==> config.mk <==
export PLATFORM = sky130hd
export DESIGN_NAME = reg_stack
export DESIGN_NICKNAME = d
export VERILOG_FILES = /design/src/rtl/reg_stack_pkg.sv /design/src/rtl/stack_opdecode.sv /design/src/rtl/stack_regfile.sv /design/src/rtl/stack_ctrl.sv /design/src/rtl/reg_stack.sv
export SDC_FILE = /design/constraint.sdc
export NUM_CORES = 1
export LEC_CHECK = 0
export BUFFER_PORTS_ARGS = -buffer_cell sky130_fd_sc_hd__buf_4
export CAP_MARGIN = 20
export CORE_MARGIN = 5
export CORE_UTILIZATION = 35
export CTS_CLUSTER_DIAMETER = 60
export DETAILED_ROUTE_END_ITERATION = 16
export HOLD_SLACK_MARGIN = 0.12
export PLACE_DENSITY_LB_ADDON = 0.25
export SETUP_SLACK_MARGIN = 0.4
export SLEW_MARGIN = 25
export SYNTH_ARGS = -nofsm -noshare
export SYNTH_HDL_FRONTEND = slang
export SYNTH_SLANG_ARGS = --single-unit
==> constraint.sdc <==
create_clock -name clk -period 3.3 [get_ports clk]
set_clock_uncertainty 0.1 [all_clocks]
set_input_delay 0.33 -clock clk [delete_from_list [all_inputs] [get_ports clk]]
set_output_delay 0.33 -clock clk [all_outputs]
set_load 0.02 [all_outputs]
==> src/rtl/reg_stack_pkg.sv <==
package reg_stack_pkg;

    localparam int unsigned STK_DATA_W = 16;
    localparam int unsigned STK_PTR_W  = 6;

    // Classified request for one cycle
    typedef enum logic [2:0] {
        OP_IDLE     = 3'd0,
        OP_PUSH     = 3'd1,
        OP_POP      = 3'd2,
        OP_PUSH_REJ = 3'd3,
        OP_POP_REJ  = 3'd4,
        OP_COLLIDE  = 3'd5
    } stk_op_e;

endpackage

==> src/rtl/stack_opdecode.sv <==
module stack_opdecode
    import reg_stack_pkg::*;
(
    input  logic    push_i,
    input  logic    pop_i,
    input  logic    full_i,
    input  logic    empty_i,
    output stk_op_e op_o
);

    always_comb begin
        unique case ({push_i, pop_i})
            2'b10:   op_o = full_i  ? OP_PUSH_REJ : OP_PUSH;
            2'b01:   op_o = empty_i ? OP_POP_REJ  : OP_POP;
            2'b11:   op_o = OP_COLLIDE;
            default: op_o = OP_IDLE;
        endcase
    end

endmodule

==> src/rtl/stack_regfile.sv <==
module stack_regfile #(
    parameter int unsigned DATA_W = 16,
    parameter int unsigned PTR_W  = 6
) (
    input  logic              clk,
    input  logic              wr_en_i,
    input  logic [PTR_W-1:0]  wr_addr_i,
    input  logic [DATA_W-1:0] wr_data_i,
    input  logic [PTR_W-1:0]  rd_addr_i,
    output logic [DATA_W-1:0] rd_data_o
);

    localparam int unsigned DEPTH = 1 << PTR_W;

    logic [DATA_W-1:0] ent_d [DEPTH];
    logic [DATA_W-1:0] ent_q [DEPTH];

    always_comb begin
        for (int i = 0; i < DEPTH; i++) begin
            ent_d[i] = ent_q[i];
        end
        if (wr_en_i) begin
            ent_d[wr_addr_i] = wr_data_i;
        end
    end

    always_ff @(posedge clk) begin
        for (int i = 0; i < DEPTH; i++) begin
            ent_q[i] <= ent_d[i];
        end
    end

    assign rd_data_o = ent_q[rd_addr_i];

endmodule

==> src/rtl/stack_ctrl.sv <==
module stack_ctrl
    import reg_stack_pkg::*;
#(
    parameter int unsigned DATA_W = 16,
    parameter int unsigned PTR_W  = 6
) (
    input  logic              clk,
    input  logic              rst_n,
    input  stk_op_e           op_i,
    input  logic [DATA_W-1:0] rd_data_i,
    output logic              wr_en_o,
    output logic [PTR_W-1:0]  wr_addr_o,
    output logic [PTR_W-1:0]  rd_addr_o,
    output logic [DATA_W-1:0] dout_o,
    output logic              full_o,
    output logic              empty_o,
    output logic              err_o
);

    typedef struct packed {
        logic [PTR_W-1:0]  sp;
        logic              full;
        logic              empty;
        logic [DATA_W-1:0] dout;
        logic              err;
    } ctrl_s;

    ctrl_s            st_d, st_q;
    logic [PTR_W-1:0] sp_up, sp_dn;

    always_comb begin
        sp_up   = st_q.sp + PTR_W'(1);
        sp_dn   = st_q.sp - PTR_W'(1);
        st_d    = st_q;
        st_d.err = 1'b0;
        wr_en_o = 1'b0;
        unique case (op_i)
            OP_PUSH: begin
                // advance first, then write at the new top
                wr_en_o    = 1'b1;
                st_d.sp    = sp_up;
                st_d.empty = 1'b0;
                st_d.full  = (sp_up == '0);
            end
            OP_POP: begin
                // read the top first, then step back
                st_d.dout  = rd_data_i;
                st_d.sp    = sp_dn;
                st_d.full  = 1'b0;
                st_d.empty = (sp_dn == '0);
            end
            OP_PUSH_REJ, OP_POP_REJ: begin
                st_d.err = 1'b1;
            end
            default: ;
        endcase
    end

    always_ff @(posedge clk) begin
        if (!rst_n) begin
            st_q <= '{sp: '0, full: 1'b0, empty: 1'b1, dout: '0, err: 1'b0};
        end else begin
            st_q <= st_d;
        end
    end

    assign wr_addr_o = sp_up;
    assign rd_addr_o = st_q.sp;
    assign dout_o    = st_q.dout;
    assign full_o    = st_q.full;
    assign empty_o   = st_q.empty;
    assign err_o     = st_q.err;

endmodule

==> src/rtl/reg_stack.sv <==
module reg_stack
    import reg_stack_pkg::*;
#(
    parameter int unsigned DATA_W = STK_DATA_W,
    parameter int unsigned PTR_W  = STK_PTR_W
) (
    input  logic              clk,
    input  logic              rst_n,
    input  logic              push_i,
    input  logic              pop_i,
    input  logic [DATA_W-1:0] din_i,
    output logic [DATA_W-1:0] dout_o,
    output logic              full_o,
    output logic              empty_o,
    output logic              err_o
);

    stk_op_e           op;
    logic              wr_en;
    logic [PTR_W-1:0]  wr_addr;
    logic [PTR_W-1:0]  rd_addr;
    logic [DATA_W-1:0] rd_data;

    stack_opdecode u_dec (
        .push_i  (push_i),
        .pop_i   (pop_i),
        .full_i  (full_o),
        .empty_i (empty_o),
        .op_o    (op)
    );

    stack_ctrl #(.DATA_W(DATA_W), .PTR_W(PTR_W)) u_ctrl (
        .clk       (clk),
        .rst_n     (rst_n),
        .op_i      (op),
        .rd_data_i (rd_data),
        .wr_en_o   (wr_en),
        .wr_addr_o (wr_addr),
        .rd_addr_o (rd_addr),
        .dout_o    (dout_o),
        .full_o    (full_o),
        .empty_o   (empty_o),
        .err_o     (err_o)
    );

    stack_regfile #(.DATA_W(DATA_W), .PTR_W(PTR_W)) u_rf (
        .clk       (clk),
        .wr_en_i   (wr_en),
        .wr_addr_i (wr_addr),
        .wr_data_i (din_i),
        .rd_addr_i (rd_addr),
        .rd_data_o (rd_data)
    );

endmodule

==> metrics.md, run 1 <==
| Metric | Value |
|---|---|
| Fin nets | `2257` |
| Max-slew violations | `0` |
| Final hold violations | `0` |
| Mapped Cells | `2058` |
| Slew margin rel. | `0.371` |
| Kind of critical path | `reg -> reg` |
| Max Root-Sink Buffers | `3` |
| Total congestion overflow | `0` |
| Finished Core Util | `0.412` |
| Fmax | `342 MHz` |
| RSZ-0062 raised after global routing | `true` |
| Commonest cells post-synth | `edfxtp_1 (1024), mux2i_1 (157), mux4_2 (131)` |
| Number of enable flip-flop cells after synthesis | `1024` |
| Clk pin slew, worst setup/hold paths | `0.06 ns` |
| Vias post-DR | `20.7k` |
| Worst endpoint required time | `3.74 ns` |
| Vias in the first global route | `21.0k` |
| Status | `complete, no violations` |
| Area share of the largest cell type after synthesis | `0.754` |
| Hold Crit Class | `in -> reg` |
| Total iterations of the first detailed-routing run | `5` |
| CTS root buf | `clkbuf_16` |
| Slew @ Worst Pin | `0.944 ns` |
| Top Ports | `39` |
| Mean Syn Cell Area | `19.8 um2` |
| Setup total negative slack | `0 ns` |
| Die Span X | `351 um` |
| Initial antenna violation count | `1` |
| CTS sink count | `1049` |
| Min Tclk post-route | `2.93 ns` |
| Crit path setup slack, layout | `0.373 ns` |
| DR iter-0 viols | `1876` |
| Critical path arrival | `3.37 ns` |
| FF+latch count, synth | `1049` |
| Row count | `125` |
| Final Cell Area | `47700 um2` |
| Layout cell share with drive strength beyond 1 | `0.270` |
| PD cells | `604 nW/um2` |
| Syn Nets | `2082` |
| Area of the mapped netlist | `40800 um2` |
| Library cells used by synthesis | `56` |
| CTS tree | `yes` |
| Core ar. | `116000 um2` |
| Placement Cell Area | `43700 um2` |
| Max-cap viol count | `0` |
| Setup-failing EPs final | `0` |
| Placer Congestion | `0.821` |
| Period utilisation layout | `0.887` |
| Leading area contributor after synthesis | `edfxtp_1` |
| Peak supply drop | `0.000440 V` |
| Routed Antenna Nets | `0` |
| Post-synthesis sequential area ratio | `0.767` |
| Area grow syn2layout | `17.0%` |
| Port Buffers | `38` |
| HPWL Detailed | `61.5 mm` |
| P_leak | `14.5 nW` |
| Crit Path Max Fanout | `37` |
| Setup crit start kind | `flip-flop` |
| Largest net degree at the start of global routing | `100` |
| Main synth FF type | `edfxtp_1` |
| Worst setup EP type | `flip-flop` |
| Worst skew pair latency | `0.69 ns` |
| Post-CTS setup repair buffer count | `0` |
| Max H-tree Level | `3` |
| DP Worst Slack | `-0.177 ns` |
| Wire length of the first global-routing pass | `152 mm` |
| Async set or reset register ratio after synthesis | `0` |
| Vias per cell | `5.39` |
| Post-Route WL | `106 mm` |
| DRC | `0` |
| DIE AREA | `123000 um2` |
| Die height | `351 um` |
| Main area contributors after synthesis | `edfxtp_1 (75%), mux4_2 (7.2%), mux2i_1 (3.9%)` |
| Avg WL per Cell | `27.5 um` |
| Total GRT Usage | `0.170` |
| Number of CTS-inserted buffers | `109` |
| Initial Util | `0.352` |
| Most frequent cell after synthesis | `edfxtp_1` |
| Syn. warnings | `0` |
-- cells in the final DEF, fill, tap and decap left out, types with 5 or more instances in the layout --
master,n
nor2b_1,33
o31ai_1,13
mux2i_1,157
clkinv_2,17
nor2_1,47
nor3_1,17
a2111oi_1,13
a21oi_1,10
nand2_1,20
nor3_2,14
edfxtp_1,1024
mux2_2,60
dfxtp_1,22
clkbuf_16,110
nor2_4,7
a22o_1,90
o31ai_2,18
nor2_2,27
a211oi_1,30
a2111oi_0,12
buf_4,156
buf_12,19
xnor2_1,6
clkinv_1,21
clkbuf_1,19
mux4_2,131
a22oi_1,29
clkbuf_8,8
nand3_1,26
o22ai_1,30
o221ai_1,15
or3_1,5
a2111oi_2,6
dlygate4sd3_1,8
bufinv_16,12
-- cells by family after synthesis --
kind of cell               count (synthesis)  synth area share
DFF                                     1049             0.767
muxes                                    351             0.129
AOI/OAI and AO/OA                        292            0.0568
and+or+nand+nor                          222            0.0266
buffers and inverters                    134            0.0180
xor gates and xnor gates                   6           0.00129
adders and majority gates                  4           0.00123
-- worst paths after layout --
check | from | cells past startpoint | slack (ns) | endpoint
worst max-delay path | u_ctrl.rd_addr_o[2] | 7 | 0.37 | u_ctrl.dout_o[13]
worst min-delay path | din_i[7] | 1 | 0.12 | u_rf.ent_q[47][7]
worst max register to register | u_ctrl.rd_addr_o[2] | 7 | 0.37 | u_ctrl.dout_o[13]
worst min register to register | u_ctrl.dout_o[11] | 2 | 0.40 | u_ctrl.dout_o[11]
-- per-layer routing --
| metal | up-vias | GRT usage | routed length, um |
|---|---|---|---|
| met2 | 595 | 0.286 | 52800 |
| li1 | 8924 | - | - |
| met1 | 11100 | 0.236 | 46100 |
| met3 | 138 | 0.0229 | 4900 |
| met5 | - | 0 | 0 |
| met4 | 0 | 0.0418 | 2160 |
-- state kept, by name, summed over array words and instances (netlist names) --
signal and count:
u_ctrl.err_o 1, u_ctrl.dout_o 16, u_rf.ent_q 1024, u_ctrl.rd_addr_o 6, u_ctrl.empty_o 1, u_ctrl.full_o 1
-- worst max-delay path, cell delays in order, from the launching register on --
cell and delay [ns]:
dfxtp_4 0.49, buf_16 0.28, buf_6 0.27, mux4_2 0.35, a22oi_2 0.25, o31ai_1 0.20
nor3_2 0.59, o221ai_1 0.18
-- per-stage QoR --
| step | instances | hold slack [ns] | power [mW] |
|---|---|---|---|
| 2_1_floorplan | 2058 | 0.329 | 15.9 |
| 3_3_place_gp | 3637 | 0.402 | 16.8 |
| 3_5_place_dp | 3637 | 0.389 | 16.8 |
| 4_1_cts | 3840 | 0.132 | 29.0 |
| 5_1_grt | 3842 | 0.128 | 29.7 |
| 6_report | 3845 | 0.118 | 28.8 |
-- cell type report --
cell class                 instances  area, um2
clock inverter                    60        664
fill                           10200      68200
tap                             1524       1910
multi-input combinational        875       9170
sequential                      1049      31300
antenna                            3       7.51
clock buffer                     136       2920
inverter                           7       26.3
timing repair buffer             191       1740
-- what timing repair did --
| action | CTS | global route |
|---|---|---|
| hold endpoints to repair | 82 | 3 |
| pin swaps | 2 | 3 |
| cloned | 0 | 0 |
| endpoints found under the setup margin | 63 | 127 |
| gates resized for setup | 40 | 25 |
| hold buffers | 7 | 1 |
-- where the power goes --
| group | total, mW | internal (mW) | switching [mW] |
|---|---|---|---|
| logic | 1.84 | 0.660 | 1.18 |
| registers | 14.7 | 14.7 | 0.0365 |
| clock network | 12.3 | 7.21 | 5.07 |
| total | 28.8 | 22.5 | 6.28 |
Power figures use the tool's default switching activity.
==> run 2, diff against run 1 <==
--- a/config.mk
+++ b/config.mk
@@ -8,7 +8,7 @@
 export BUFFER_PORTS_ARGS = -buffer_cell sky130_fd_sc_hd__buf_4
 export CAP_MARGIN = 20
 export CORE_MARGIN = 5
-export CORE_UTILIZATION = 35
+export CORE_UTILIZATION = 45
 export CTS_CLUSTER_DIAMETER = 60
 export DETAILED_ROUTE_END_ITERATION = 16
 export HOLD_SLACK_MARGIN = 0.12
==> metrics.md, run 2 (synthesis results as in run 1) <==
| Metric | Value |
|---|---|
| Status | `complete, no violations` |
| CTS root buf | `clkbuf_16` |
| CTS tree | `yes` |
| Fin nets | `2278 (+0.93%)` |
| Worst endpoint required time | `3.70 ns (-0.04 ns)` |
| FF-to-FF path depth | `5 (-2)` |
| CTS sink count | `1049 (unchanged)` |
| Worst skew pair latency | `0.66 ns (-0.03 ns)` |
| Most common cell after layout, fill and taps aside | `edfxtp_1` |
| Slew @ Worst Pin | `0.863 ns (-0.0808 ns)` |
| Placer Congestion | `0.844 (+2.7%)` |
| Crit Path Max Fanout | `34 (-8.1%)` |
| Die height | `311 um (-11%)` |
| Fmax | `350 MHz (+2.4%)` |
| DR iter-0 viols | `2284 (+22%)` |
| Total GRT Usage | `0.201 (+0.0305)` |
| Port Buffers | `38 (unchanged)` |
| Worst setup startpoint | `u_ctrl.rd_addr_o[0]` |
| Worst R2R Start | `u_ctrl.rd_addr_o[0]` |
| Vias per cell | `5.95 (+10%)` |
| Setup total negative slack | `0 ns (unchanged)` |
| Vias in the first global route | `20.9k (-0.33%)` |
| Setup crit start kind | `flip-flop` |
| Max-slew violations | `0 (unchanged)` |
| Max Root-Sink Buffers | `3 (unchanged)` |
| Critical path arrival | `3.26 ns (-0.11 ns)` |
| Vias post-DR | `20.9k (+1.0%)` |
| Post-Route WL | `98.4 mm (-7.1%)` |
| Worst setup EP type | `flip-flop` |
| P_leak | `14.6 nW (+0.50%)` |
| R2R setup slack | `0.44 ns (+0.07 ns)` |
| Largest register by flop count | `u_rf.ent_q` |
| Wire length of the first global-routing pass | `145 mm (-4.8%)` |
| Period utilisation layout | `0.866 (-0.0208)` |
| Layout cell share with drive strength beyond 1 | `0.272 (+0.00205)` |
| Area grow syn2layout | `16.2%` |
| Setup-failing EPs final | `0 (unchanged)` |
| Final hold violations | `0 (unchanged)` |
| Hold Crit Class | `in -> reg` |
| WHS | `0.132 ns (+0.0140 ns)` |
| CP endpoint | `u_ctrl.dout_o[14]` |
| Top Ports | `39 (unchanged)` |
| Number of CTS-inserted buffers | `104 (-4.6%)` |
| Total congestion overflow | `0 (unchanged)` |
| Initial antenna violation count | `2 (+1)` |
| HPWL Detailed | `57.6 mm (-6.4%)` |
| Max-cap viol count | `0 (unchanged)` |
| Placement Cell Area | `43500 um2 (-0.50%)` |
| Die Span X | `311 um (-11%)` |
| Largest net degree at the start of global routing | `65 (-35%)` |
| Total iterations of the first detailed-routing run | `6 (+1)` |
| Avg WL per Cell | `28.0 um (+1.5%)` |
| Routed Antenna Nets | `0 (unchanged)` |
| Initial Util | `0.453 (+0.101)` |
| Row count | `110 (-12%)` |
| Min Tclk post-route | `2.86 ns (-0.0688 ns)` |
| Max H-tree Level | `3 (unchanged)` |
| Most frequent cells in the layout | `edfxtp_1 (1024), buf_4 (176), mux2i_1 (157)` |
| PD cells | `601 nW/um2 (-0.45%)` |
| DRC | `0 (unchanged)` |
| Finished Core Util | `0.526 (+0.115)` |
| RSZ-0062 raised after global routing | `true` |
| Slew margin rel. | `0.425 (+0.0538)` |
| Core ar. | `90000 um2 (-22%)` |
| DP Cell Count | `3309 (-9.0%)` |
| Final Cell Area | `47400 um2 (-0.71%)` |
| Clk pin slew, worst setup/hold paths | `0.06 ns (about the same)` |
| Max reg flops | `1024 (unchanged)` |
| Kind of critical path | `reg -> reg` |
| DIE AREA | `96700 um2 (-22%)` |
| RR Endpoint | `u_ctrl.dout_o[14]` |
| Cell Count, Final, Fillers Out | `3520 (-8.5%)` |
| Peak supply drop | `0.000496 V (+13%)` |
-- run 2: cell types whose count changed in the layout (fill, tap and decap cells not counted), sizes merged --
cell / previous run / this run
buf: 182 / 210
clkbuf: 137 / 121
clkinv: 40 / 48
clkinvlp: 3 / 6
dlygate4sd3: 8 / 7
inv: 12 / 13
-- run 2: how the worst min path moves through the flow --
stage / from / endpoint / depth (start not counted)
global route: din_i[5] / u_rf.ent_q[23][5] / 1
CTS: din_i[5] / u_rf.ent_q[0][5] / 1
detailed placement: u_ctrl.dout_o[9] / u_ctrl.dout_o[9] / 2
finish: din_i[5] / u_rf.ent_q[0][5] / 1
global placement: u_ctrl.dout_o[9] / u_ctrl.dout_o[9] / 2
floorplan: din_i[0] / u_rf.ent_q[0][0] / 0
-- run 2: critical path, cell delays in order (launching register included) --
cell,delay [ns]
dfxtp_4,0.41
buf_4,0.60
mux4_2,0.59
a22o_1,0.28
nor3_1,0.51
o221ai_1,0.19
-- run 2: layout make-up --
cell class,instances,area [um2]
tap,1176,1470
inverter,7,26.3
timing repair buffer,217,2050
fill,7106,42700
antenna,3,7.51
clock buffer,121,2750
clock inverter,72,733
sequential,1049,31300
multi-input combinational,875,9060
-- run 2: report_power, final --
part           switching (mW)  total, mW  internal [mW]
Sequential             0.0290       14.7           14.7
Clock                    4.97       11.9           6.94
Combinational            1.17       1.88          0.706
-- run 2: routing by layer --
metal / part of all wire / global-route usage / vias to the layer above
li1: - / - / 8959
met1: 0.42 / 0.290 / 11100
met2: 0.48 / 0.323 / 795
met3: 0.066 / 0.0314 / 136
met4: 0.026 / 0.0520 / 0
met5: 0 / 0 / -
-- run 2: per-stage QoR --
step           total power, mW  worst slack (ns)
3_3_place_gp              16.8             0.133
5_1_grt                   29.4             0.296
4_1_cts                   28.7             0.160
6_report                  28.5             0.442
2_1_floorplan             15.9             0.172
3_5_place_dp              16.8            0.0431
-- run 2: repair_timing --
action,CTS,global route
resized for setup,22,17
endpoints found under the setup margin,227,680
buffers inserted,0,8
pin swaps,0,3
hold buffers,7,0
hold endpoints to repair,80,0
